--- src/rtl/nphase_pkg.sv ---
// Shared types for the two-phase pulse generator.
// Assumes: none; pure type definitions.
package nphase_pkg;

    // Counting direction of the triangle counter
    typedef enum logic {
        DIR_UP   = 1'b0,
        DIR_DOWN = 1'b1
    } count_dir_e;

    // The two decoded phase levels
    typedef struct packed {
        logic upper;
        logic lower;
    } phase_pair_t;

endpackage

--- src/rtl/nphase_cfg_check.sv ---
// Reload legality check.
// Flags a reload that is odd, below 4, or above the largest even W-bit value.
// Assumes: W >= 3, so that 4 is representable.
module nphase_cfg_check #(
    parameter int W = 16
) (
    input  logic [W-1:0] reload,
    output logic         legal
);
    localparam logic [W-1:0] MIN_RELOAD = W'(4);
    localparam logic [W-1:0] MAX_RELOAD = {{(W-1){1'b1}}, 1'b0};

    // Combinational legality decision
    always_comb begin
        legal = (reload[0] == 1'b0) && (reload >= MIN_RELOAD) && (reload <= MAX_RELOAD);
    end
endmodule

--- src/rtl/nphase_tri_counter.sv ---
// Center-aligned up/down counter.
// Counts 0..R..0 with a period of 2R clocks while go is high.
// Returns to 0, direction up, when go falls.
// Captures the reload value in the first running clock and uses it until stopped.
// Assumes: reload is legal (even, >= 4) whenever go is high.
module nphase_tri_counter
    import nphase_pkg::*;
#(
    parameter int W = 16
) (
    input  logic         clk,
    input  logic         rst_n,
    input  logic         go,
    input  logic [W-1:0] reload_in,
    output logic [W-1:0] count,
    output logic [W-1:0] eff_reload
);
    localparam logic [W-1:0] ONE = W'(1);

    count_dir_e   dir_q;
    logic         running_q;
    logic [W-1:0] reload_q;

    // Reload in force: the live input before the run starts, the captured value after
    always_comb begin
        eff_reload = running_q ? reload_q : reload_in;
    end

    // Triangle count, direction and reload capture
    always_ff @(posedge clk) begin
        if (!rst_n) begin
            count     <= '0;
            dir_q     <= DIR_UP;
            running_q <= 1'b0;
            reload_q  <= '0;
        end else if (!go) begin
            count     <= '0;
            dir_q     <= DIR_UP;
            running_q <= 1'b0;
        end else begin
            running_q <= 1'b1;
            if (!running_q) begin
                reload_q <= reload_in;
            end
            if (dir_q == DIR_UP) begin
                count <= count + ONE;
                if (count == eff_reload - ONE) begin
                    dir_q <= DIR_DOWN;
                end
            end else begin
                count <= count - ONE;
                if (count == ONE) begin
                    dir_q <= DIR_UP;
                end
            end
        end
    end
endmodule

--- src/rtl/nphase_compare.sv ---
// Phase decode from the triangle count.
// The upper phase is active at or above R/2+1 and the lower phase below R/2-1.
// Both are gated by go.
// Assumes: eff_reload >= 4, so that both thresholds are positive.
module nphase_compare
    import nphase_pkg::*;
#(
    parameter int W = 16
) (
    input  logic         go,
    input  logic [W-1:0] count,
    input  logic [W-1:0] eff_reload,
    output phase_pair_t  phases
);
    localparam logic [W-1:0] ONE = W'(1);

    logic [W-1:0] half;
    logic [W-1:0] thr_upper;
    logic [W-1:0] thr_lower;

    // Thresholds placed symmetrically about half the reload
    always_comb begin
        half      = eff_reload >> 1;
        thr_upper = half + ONE;
        thr_lower = half - ONE;
    end

    // Compare and gate each phase
    always_comb begin
        phases.upper = go && (count >= thr_upper);
        phases.lower = go && (count <  thr_lower);
    end
endmodule

--- src/rtl/nphase_edge_pulse.sv ---
// Rising-edge detector.
// Produces a single-clock pulse in the first cycle its input is high.
// Assumes: the input is synchronous to clk.
module nphase_edge_pulse (
    input  logic clk,
    input  logic rst_n,
    input  logic level,
    output logic pulse
);
    logic level_q;

    // Remember the previous level
    always_ff @(posedge clk) begin
        if (!rst_n) begin
            level_q <= 1'b0;
        end else begin
            level_q <= level;
        end
    end

    // Pulse where the level is new
    always_comb begin
        pulse = level && !level_q;
    end
endmodule

--- src/rtl/nphase_pulse_gen.sv ---
// Top of the non-overlapping two-phase pulse generator.
// Ties together the reload check, the triangle counter, the phase decode and the trigger edge detector.
// Assumes: synchronous active-low reset; the reload is held stable by the host.
module nphase_pulse_gen
    import nphase_pkg::*;
#(
    parameter int W = 16
) (
    input  logic         clk,
    input  logic         rst_n,
    input  logic         run_en,
    input  logic [W-1:0] reload,
    output logic         phase_a,
    output logic         phase_b,
    output logic         trig,
    output logic         cfg_err
);
    logic         legal;
    logic         go;
    logic [W-1:0] count;
    logic [W-1:0] eff_reload;
    phase_pair_t  phases;

    nphase_cfg_check #(.W(W)) u_cfg (
        .reload (reload),
        .legal  (legal)
    );

    // Run only when enabled with a legal configuration
    always_comb begin
        go      = run_en && legal;
        cfg_err = !legal;
    end

    nphase_tri_counter #(.W(W)) u_cnt (
        .clk        (clk),
        .rst_n      (rst_n),
        .go         (go),
        .reload_in  (reload),
        .count      (count),
        .eff_reload (eff_reload)
    );

    nphase_compare #(.W(W)) u_cmp (
        .go         (go),
        .count      (count),
        .eff_reload (eff_reload),
        .phases     (phases)
    );

    // Route the decoded phases to the ports
    always_comb begin
        phase_a = phases.upper;
        phase_b = phases.lower;
    end

    nphase_edge_pulse u_edge (
        .clk   (clk),
        .rst_n (rst_n),
        .level (phases.upper),
        .pulse (trig)
    );
endmodule

--- config.mk ---
export PLATFORM = sky130hd
export DESIGN_NAME = nphase_pulse_gen
export DESIGN_NICKNAME = d
export VERILOG_FILES = /design/src/rtl/nphase_pkg.sv /design/src/rtl/nphase_cfg_check.sv /design/src/rtl/nphase_tri_counter.sv /design/src/rtl/nphase_compare.sv /design/src/rtl/nphase_edge_pulse.sv /design/src/rtl/nphase_pulse_gen.sv
export SDC_FILE = /design/constraint.sdc
export NUM_CORES = 1
export LEC_CHECK = 0
export CAP_MARGIN = 20
export CORE_UTILIZATION = 50
export DETAILED_ROUTE_END_ITERATION = 6
export GPL_TIMING_DRIVEN = 0
export PLACE_DENSITY = 0.75
export SLEW_MARGIN = 0
export SYNTH_ARGS = -nofsm -noshare
export SYNTH_HDL_FRONTEND = slang
export SYNTH_SLANG_ARGS = --single-unit
--- constraint.sdc ---
create_clock -name clk -period 5.5 [get_ports clk]
set_input_delay 1.1 -clock clk [delete_from_list [all_inputs] [get_ports clk]]
set_output_delay 1.1 -clock clk [all_outputs]
set_load 0.05 [all_outputs]
==> summary.md, run 1 <==
| Metric | Value |
|---|---|
| Top FF cell, synth | dfxtp_1 |
| Port bufs | 20 |
| Synth Area in Adders | 12.41% |
| Hold Vio Cnt, Final | 0 |
| Worst Setup Start Kind | input port |
| DRC | 0 |
| Clk pin slew, worst setup/hold paths | approximately 0.08 ns |
| Worst slew pin tran | 0.7417 ns |
| Initial core utilization | between 50% and 60% |
| First-pass GRT wire length | about 16000 um |
| Post-placement cell count | 572 |
| Clock sink count | 35 |
| CP arrival | 4.27 ns |
| Final GP Congestion | a little under 0.9 |
| Buffer levels on the longest clock path | 2 |
| H-tree depth | 2 |
| Non-filler cells, final | 588 |
| Vias in the first global route | 3212 |
| Fraction of registers with async set/reset | 0% |
| Cts hold-fix bufs | 0 |
| DIE WIDTH | 88.37 um |
| Seq cells post-synth | 35 |
| Dpl hpwl | 7578 um |
| Pre-antenna DRT Iters | 5 |
| Mapped Nets | 509 |
| DR vias/cell | between 5 and 6 |
| Pwr dens | about 160 nW/um^2 |
| Root buffer cell | clkbuf_8 |
| Core ar. | 7214 sq um |
| Clock Latency Late Sink | 0.30 ns |
| CP required | 4.40 ns |
| Status | complete, no violations |
| Maximum vdd drop | 0.1051 mV |
| WS Path Type | in -> out |
| Post-synthesis sequential area ratio | approximately a fifth |
| Final worst slack | 0.1274 ns |
| Layout cells sized above 1 | 15.95% |
| Initial antenna violation count | 0 |
| Largest net degree at the start of global routing | 11 |
| Syn avg cell area | about 8.2 sq um |
| Final wirelength | 10330 um |
| Period minus WS final | 5.373 ns |
| Synth Area in XOR/XNOR | 14.76% |
| Synth Cell Area | 3730 sq um |
| Type of the most critical hold path | reg -> reg |
| Unique masters post-synth | 68 |
| Compound-Gate Fraction of Synth Area | between 10% and 20% |
| RSZ-0062 raised after global routing | false |
| I/O Pins | 23 |
| Ys Warns | 0 |
| Max_cap viols | 0 |
| DR WL/cell | 17.57 um |
| Simple-Gate Fraction of Synth Area | about a quarter |
| Total GRT Usage | 26.64% |
| Mux cell area share after synthesis | 6.105% |
| Pre-CTS setup slack | -1.109 ns |
| Fin. max-slew vios | 0 |
| Post-synth EDFFs | 0 |
| Row count | 31 |
| Peak Freq | 0.1861 GHz |
| Final period utilization | between 90 and 100% |
| Die ar. | 7809 sq um |
| Pleak | 1.904 nW |
| P&R area growth vs syn | 17.28% |
| Total gr overflow | 0 |
| Cells after Synth | around 450 |
| Largest family of logic cells by synthesized area | simple AND/OR/NAND/NOR gates |
| Die Span Y | 88.37 um |
| Clk_skew | about 0.0057 ns |
| Setup Viol. Count Final | 0 |
| Iteration-0 DRC count of the detailed router | between 200 and 300 |
| Crit Path Max Fanout | 5 |
| Total inserted antenna cells | 0 |
| CTS tree | done |
| Rel. slew slack | 49.14% |
| CTS Buf Count | 5 |
| Routed Antenna Nets | 0 |
| Setup crit end kind | output port |
| Layout Nets | 544 |
| Vias | about 3500 |
==> final cells by class <==
cell class / instances / area (sq um)
multi-input cells: 387 / 3010
repair buffers: 28 / 272.8
flip-flops and latches: 35 / 700.7
plain buffers: 22 / 132.6
clock buffers: 8 / 100.1
inverters: 9 / 33.78
well taps: 99 / 123.9
fillers: 638 / 2840
==> cell usage in the layout, fill, tap and decap left out, drive strengths merged, types with 4 or more instances in the layout <==
master,count
nand3,10
o22ai,4
nand2,44
o21ai,18
dlymetal6s2s,6
clkdlybuf4s50,9
mux2i,16
a21oi,22
buf,22
xor2,28
nand2b,5
or4,5
ha,37
dfxtp,35
a21o,10
nor2,48
o211a,15
inv,9
nand4,4
or3,7
nor3b,7
nor4,7
nor2b,4
xnor2,34
clkbuf,19
nor3,21
==> stage by stage <==
step / util [%] / power (mW) / hold WS [ns] / TNS, ns / instance area, sq um
after floorplan: - / 0.4011 / 0.4902 / 0 / 3735
after global placement: 56.26 / 0.4473 / 0.4995 / -3.073 / 4059
after detailed placement: 56.26 / 0.4517 / 0.5063 / -3.210 / 4059
after CTS: 58.83 / 0.6715 / 0.5336 / 0 / 4244
after global routing: 60.63 / 0.7123 / 0.5516 / 0 / 4374
final: 60.63 / 0.6837 / 0.5277 / 0 / 4374
==> report_power, final <==
| part | internal, mW | total (mW) | switching (mW) |
|---|---|---|---|
| Clock | 0.115 | 0.218 | 0.103 |
| Sequential | 0.262 | 0.273 | 0.0116 |
| Combinational | 0.0839 | 0.193 | 0.109 |
| Total | 0.460 | 0.684 | 0.224 |
==> critical path, stage by stage <==
cell	delay [ns]
dlygate4sd2_1	0.37
mux2i_4	0.15
inv_1	0.08
ha_1	0.17
o21ai_1	0.13
or3_4	0.42
nor3_4	0.21
and2_4	0.19
xor2_1	0.15
ha_1	0.26
a21o_1	0.17
a21oi_2	0.21
o211ai_1	0.20
nand3_2	0.17
a21oi_1	0.08
buf_4	0.20
==> final timing paths <==
check	start	endpoint	slack (ns)	cells past startpoint
worst max-delay path	reload[2]	phase_a	0.13	16
worst min-delay path	u_cnt.reload_q[15]$_SDFFE_PN0P_	u_cnt.reload_q[15]$_SDFFE_PN0P_	0.53	1
worst max register to register	u_cnt.running_q$_SDFF_PN0_	u_edge.level_q$_SDFF_PN0_	1.86	17
worst min register to register	u_cnt.reload_q[15]$_SDFFE_PN0P_	u_cnt.reload_q[15]$_SDFFE_PN0P_	0.53	1
==> state kept, by name, summed over array words and instances, names as in the netlist <==
register and count:
u_edge.level_q 1, u_cnt.count 16, u_cnt.dir_q 1, u_cnt.reload_q 16
u_cnt.running_q 1
==> timing repair <==
item | in CTS | in global routing
pin swaps | 2 | 9
resized for setup | 34 | 24
endpoints found under the setup margin | 3 | 3
setup buffers | 3 | 5
==> metal layers <==
| metal | track usage (%) | part of all wire, % | vias up |
|---|---|---|---|
| li1 | - | - | 1693 |
| met1 | 35.77 | 45 | 1654 |
| met2 | 44.34 | 48 | 109 |
| met3 | 4.571 | 5.6 | 19 |
| met4 | 6.598 | 1.3 | 0 |
| met5 | 0 | 0 | - |
==> cells in the mapped netlist (10+ instances only) <==
library cell  instances  area share [%]
nor3_1               20             2.7
clkbuf_1             11             1.1
nor2_1               47             4.7
xnor2_1              34             8.0
nand2_1              43             4.3
xor2_1               27             6.3
o211a_1              15             4.0
dfxtp_1              35              19
a21o_1               10             2.0
ha_1                 37              12
a21oi_1              20             2.7
o21ai_0              13             1.7
==> cell families after synthesis <==
family                   Yosys count
AO/OA/AOI/OAI                     92
XOR/XNOR                          62
adder cells (fa/ha/maj)           37
buffers and inverters             31
flip-flops                        35
multiplexers                      17
AND/OR/NAND/NOR                  179
Power figures use the tool's default switching activity.
==> inputs of run 2 (changes only) <==
- PLACE_DENSITY: 0.75 -> default
- PLACE_DENSITY_LB_ADDON: default -> 0.1
==> summary.md, run 2 (same netlist as run 1, synthesis figures left out) <==
| Metric | Value |
|---|---|
| Core ar. | 7214 sq um (unchanged) |
| I/O Pins | 23 (unchanged) |
| Total gr overflow | 0 (unchanged) |
| Worst-case reg-to-reg path depth | 17 (unchanged) |
| Fin. max-slew vios | 0 (unchanged) |
| Hold path cells | 1 (unchanged) |
| WS Path Type | in -> out (unchanged) |
| Setup crit end kind | output port (unchanged) |
| CTS Buf Count | 5 (unchanged) |
| Initial antenna violation count | 0 (unchanged) |
| Vias | 3458 (was 3475) |
| Vias in the first global route | 3096 (was 3212) |
| Max_cap viols | 0 (unchanged) |
| Clock Latency Late Sink | 0.29 ns (was 0.30 ns) |
| Met3 GRT Util | 3.358% (was 4.571%) |
| P&R area growth vs syn | 17.28% (unchanged) |
| Worst Setup Start Kind | input port (unchanged) |
| Psw | 0.2076 mW (was 0.2237 mW) |
| CTS tree | done (unchanged) |
| Dpl hpwl | 7438 um (was 7578 um) |
| DR vias/cell | 5.861 (was 5.910) |
| Peak Freq | 0.1872 GHz (was 0.1861 GHz) |
| CP arrival | 4.24 ns (was 4.27 ns) |
| Die Span Y | 88.37 um (unchanged) |
| Buffer levels on the longest clock path | 2 (unchanged) |
| Final core utilization | 60.63% (unchanged) |
| Worst r2r src | u_cnt.running_q$_SDFF_PN0_ (unchanged) |
| Hold Vio Cnt, Final | 0 (unchanged) |
| Clk_skew | 0.004256 ns (was 0.005667 ns) |
| Final worst slack | 0.1588 ns (was 0.1274 ns) |
| Initial core utilization | 51.70% (unchanged) |
| Clock sink count | 35 (unchanged) |
| Largest regs | u_cnt.count: 16 flops, u_cnt.reload_q: 16 flops (unchanged) |
| Maximum vdd drop | 0.1000 mV (was 0.1051 mV) |
| Rel. slew slack | 47.63% (was 49.14%) |
| Die ar. | 7809 sq um (unchanged) |
| Total GRT Usage | 25.61% (was 26.64%) |
| GRT busiest layer | met2 (unchanged) |
| Reg2reg end | u_edge.level_q$_SDFF_PN0_ (unchanged) |
| Final GP Congestion | 0.9100 (was 0.8893) |
| Row count | 31 (unchanged) |
| Clock share of power | 27.3% (was 31.8%) |
| Pre-CTS setup slack | -1.164 ns (was -1.109 ns) |
| Setup Viol. Count Final | 0 (unchanged) |
| Routed Antenna Nets | 0 (unchanged) |
| Register share of total power | 42.7% (was 40.0%) |
| GR Layer Usage met1 | 35.30% (was 35.77%) |
| Final wirelength | 9820 um (was 10330 um) |
| Crit Path Max Fanout | 5 (unchanged) |
| DIE WIDTH | 88.37 um (unchanged) |
| Iteration-0 DRC count of the detailed router | 223 (was 279) |
| Layout cells sized above 1 | 16.70% (was 15.95%) |
| Hold Path End | u_cnt.reload_q[15]$_SDFFE_PN0P_ (unchanged) |
| Root buffer cell | clkbuf_8 (unchanged) |
| First-pass GRT wire length | 15280 um (was 15990 um) |
| R2r setup slk | 1.92 ns (was 1.86 ns) |
| Commonest cells after routing, fill and taps aside | nor2_1, nand2_1, ha_1 (unchanged) |
| Total inserted antenna cells | 0 (unchanged) |
| RSZ-0062 raised after global routing | false (unchanged) |
| Grt met2 use | 42.52% (was 44.34%) |
| CP required | 4.40 ns (about the same) |
| Pleak | 1.909 nW (was 1.904 nW) |
| Most common cell after layout, fill and taps aside | nor2_1 (unchanged) |
| Logic pwr share | 30.0% (was 28.2%) |
| Final period utilization | 97.11% (was 97.68%) |
| Port bufs | 20 (unchanged) |
| Switching share of total power | 32.52% (was 32.71%) |
| Int Pwr | 0.4309 mW (was 0.4601 mW) |
| Status | complete, no violations (unchanged) |
| Min-delay src | u_cnt.reload_q[15]$_SDFFE_PN0P_ (unchanged) |
| DRC | 0 (unchanged) |
| Cts hold-fix bufs | 0 (unchanged) |
| Clk pin slew, worst setup/hold paths | 0.07 ns (was 0.08 ns) |
| Type of the most critical hold path | reg -> reg (unchanged) |
| DR WL/cell | 16.64 um (was 17.57 um) |
| Worst slew pin tran | 0.7637 ns (was 0.7417 ns) |
| H-tree depth | 2 (unchanged) |
| Pre-antenna DRT Iters | 5 (unchanged) |
| Largest net degree at the start of global routing | 11 (unchanged) |
| Period minus WS final | 5.341 ns (was 5.373 ns) |
| Pwr dens | 146.0 nW/um^2 (was 156.3 nW/um^2) |
| Layout Nets | 548 (was 544) |
run 2: layout make-up:
type	count	area, sq um
flip-flops and latches	35	700.7
inverters	9	33.78
fillers	691	2840
clock buffers	6	72.57
plain buffers	22	132.6
multi-input cells	387	3008
repair buffers	32	302.8
well taps	99	123.9
run 2: power groups by stage:
stage / Combinational, mW / Sequential, mW / Clock [mW]
global route: 0.209 / 0.274 / 0.191
floorplan: 0.126 / 0.275 / 0
detailed placement: 0.174 / 0.278 / 0
CTS: 0.183 / 0.273 / 0.178
global placement: 0.172 / 0.278 / 0
finish: 0.191 / 0.273 / 0.174
run 2: worst max-delay path, cell delays in order:
cell and delay, ns:
dlygate4sd2_1 0.33, mux2i_4 0.27, ha_4 0.20, o221ai_4 0.13, or3_4 0.43, nor3_4 0.17, xor2_1 0.17, ha_1 0.26
nand4_1 0.16, nor2_4 0.08, a21oi_2 0.13, o2111ai_2 0.13, a31o_2 0.26, a41oi_2 0.21, buf_6 0.19
run 2: repair_timing:
| item | CTS | global route |
|---|---|---|
| hold endpoints to repair | 0 | 0 |
| pin swaps | 3 | 12 |
| setup buffers | 4 | 8 |
| endpoints found under the setup margin | 3 | 3 |
| resized for setup | 35 | 24 |
run 2: layer usage:
metal / wire length (um) / up-vias / share of wire [%]
met3: 364 / 10 / 3.7
li1: - / 1705 / -
met1: 4680 / 1659 / 48
met2: 4655 / 84 / 47
met4: 119 / 0 / 1.2
met5: 0 / - / 0
run 2: how the worst max path moves through the flow:
stage              end  depth (start not counted)      start  slack [ns]
2_1_floorplan  phase_b                         13  reload[1]        0.07
3_3_place_gp   phase_b                         15  reload[2]       -1.08
3_5_place_dp   phase_b                         15  reload[2]       -1.16
4_1_cts        phase_b                         14  reload[6]       0.001
5_1_grt        phase_b                         15  reload[2]        0.02
6_report       phase_b                         15  reload[2]        0.16
run 2: per-stage QoR:
stage | total power, mW | area, sq um | setup TNS [ns] | hold slack, ns | instances
3_3_place_gp | 0.4495 | 4059 | -3.125 | 0.5010 | 572
3_5_place_dp | 0.4516 | 4059 | -3.327 | 0.5079 | 572
6_report | 0.6385 | 4374 | 0 | 0.5290 | 590
4_1_cts | 0.6334 | 4235 | 0 | 0.5299 | 582
2_1_floorplan | 0.4011 | 3735 | 0 | 0.4902 | 453
5_1_grt | 0.6737 | 4374 | 0 | 0.5585 | 590
==> inputs of run 3 (changes only) <==
- clock period: 5.5 -> 4.7 ns (I/O delays scaled with it)
==> summary.md, run 3 (same netlist as run 1, synthesis figures left out) <==
| Metric | Value |
|---|---|
| Initial antenna violation count | 0 (unchanged) |
| Pre-antenna DRT Iters | 5 (unchanged) |
| DIE WIDTH | 88.37 um (unchanged) |
| Largest net degree at the start of global routing | 11 (unchanged) |
| WS Path Type | in -> out (unchanged) |
| CTS tree | done (unchanged) |
| Non-filler cells, final | 603 (was 590) |
| CTS Buf Count | 5 (unchanged) |
| Iteration-0 DRC count of the detailed router | 204 (was 223) |
| Total gr overflow | 0 (unchanged) |
| Row count | 31 (unchanged) |
| H-tree depth | 2 (unchanged) |
| Crit Path Max Fanout | 6 (was 5) |
| Layout Nets | 559 (was 548) |
| Post-placement cell count | 572 (unchanged) |
| Clk_skew | 0.002774 ns (was 0.004256 ns) |
| Power consumption | 0.8171 mW (was 0.6385 mW) |
| Status | complete, no violations (unchanged) |
| RSZ-0062 raised after global routing | true (was false) |
| Worst Setup Start Kind | input port (unchanged) |
| Rel. slew slack | 40.75% (was 47.63%) |
| Final period utilization | 99.84% |
| Vias | 3599 (was 3458) |
| Worst slew pin tran | 0.8641 ns (was 0.7637 ns) |
| Multi-input logic area | 3123 sq um (was 3008 sq um) |
| Clk pin slew, worst setup/hold paths | 0.07 ns (about the same) |
| Type of the most critical hold path | reg -> reg (unchanged) |
| Core ar. | 7214 sq um (unchanged) |
| Root buffer cell | clkbuf_8 (unchanged) |
| Total inserted antenna cells | 0 (unchanged) |
| Hold Vio Cnt, Final | 0 (unchanged) |
| P&R area growth vs syn | 23.38% (was 17.28%) |
| DR WL/cell | 17.75 um (was 16.64 um) |
| Max_cap viols | 0 (unchanged) |
| DR vias/cell | 5.968 (was 5.861) |
| Final GP Congestion | 0.9221 (was 0.9100) |
| Largest regs | u_cnt.count: 16 flops, u_cnt.reload_q: 16 flops (unchanged) |
| Dpl hpwl | 7610 um (was 7438 um) |
| Die ar. | 7809 sq um (unchanged) |
| Cts hold-fix bufs | 0 (unchanged) |
| Pleak | 1.965 nW (was 1.909 nW) |
| Fin. max-slew vios | 0 (unchanged) |
| Setup Viol. Count Final | 0 (unchanged) |
| Fill count | 651 (was 691) |
| Port bufs | 20 (unchanged) |
| Peak Freq | between 0.2 and 0.25 GHz |
| FF/Latch Area | 704.4 sq um (was 700.7 sq um) |
| Routed Antenna Nets | 0 (unchanged) |
| DRC | 0 (unchanged) |
| Initial core utilization | 51.70% (unchanged) |
| Maximum vdd drop | 0.1214 mV (was 0.1000 mV) |
| CP arrival | 3.75 ns (was 4.24 ns) |
| Clock Latency Late Sink | 0.29 ns (about the same) |
| Period minus WS final | 4.692 ns |
| Die Span Y | 88.37 um (unchanged) |
| Setup crit end kind | output port (unchanged) |
| Most common cell after layout, fill and taps aside | nor2_1 (unchanged) |
| Pwr dens | 177.5 nW/um^2 (was 146.0 nW/um^2) |
| CP required | 3.76 ns (was 4.40 ns) |
| Commonest cells after routing, fill and taps aside | nor2_1, nand2_1, ha_1, dfxtp_1, xnor2_1 (was nor2_1, nand2_1, ha_1) |
| Final wirelength | 10700 um (was 9820 um) |
| Total GRT Usage | 27.74% (was 25.61%) |
| First-pass GRT wire length | 16390 um (was 15280 um) |
| Setup TNS | 0 ns (unchanged) |
| Layout cells sized above 1 | 22.82% (was 16.70%) |
| Buffer levels on the longest clock path | 2 (unchanged) |
| I/O Pins | 23 (unchanged) |
| Vias in the first global route | 3304 (was 3096) |
| Clock sink count | 35 (unchanged) |
-- run 3: critical path, cell delays in order --
cell and delay [ns]:
dlygate4sd2_1 0.32, nor3_2 0.15, o22ai_2 0.10, or2_1 0.26, or2_1 0.24, nor2_1 0.13
xor2_1 0.19, ha_1 0.29, a21oi_2 0.16, nor2b_1 0.06, o21ai_1 0.13, o2111ai_1 0.13
a31o_2 0.28, a41oi_4 0.19, buf_6 0.19
-- run 3: power by group --
group	switching, mW	leakage (nW)	internal (mW)
logic	0.134	1.63	0.110
clock network	0.119	0.0515	0.134
registers	0.0150	0.286	0.306
total	0.268	1.97	0.549
-- run 3: path summary, 6_finish.rpt --
kind,from,end,slack (ns),cells after the start
worst min register to register,u_cnt.reload_q[15]$_SDFFE_PN0P_,u_cnt.reload_q[15]$_SDFFE_PN0P_,0.52,1
worst min-delay path,u_cnt.reload_q[15]$_SDFFE_PN0P_,u_cnt.reload_q[15]$_SDFFE_PN0P_,0.52,1
worst max register to register,u_cnt.running_q$_SDFF_PN0_,u_edge.level_q$_SDFF_PN0_,1.43,15
worst max-delay path,reload[9],phase_b,0.008,15
-- run 3: layout make-up --
type | instances | area share (%)
plain buffers | 20 | 2.882
well taps | 99 | 2.692
flip-flops and latches | 35 | 15.31
clock buffers | 8 | 2.175
multi-input cells | 387 | 67.86
inverters | 9 | 0.7341
repair buffers | 45 | 8.347
-- run 3: per-layer routing --
metal	vias to the layer above	global-route usage [%]	wire length, um
met3	25	4.011	407
met4	0	9.824	249
met1	1741	36.48	4918
met5	-	0	0
li1	1727	-	-
met2	106	46.29	5125
-- run 3: per-stage QoR --
step           hold slack (ns)  util, %  worst slack [ns]  cell area, sq um
2_1_floorplan           0.4902        -           -0.1116              3766
3_3_place_gp            0.5014    56.69            -1.533              4090
3_5_place_dp            0.5130    56.69            -1.615              4090
4_1_cts                 0.5309    61.81          0.006298              4459
5_1_grt                 0.5539    63.79           -0.1305              4602
6_report                0.5249    63.79          0.007505              4602
-- run 3: timing repair --
action                                  CTS  global route
cloned                                    0             0
hold endpoints to repair                  0             0
endpoints found under the setup margin    3             3
buffers inserted                         16             9
resized for setup                        83            33
pin swaps                                22            21
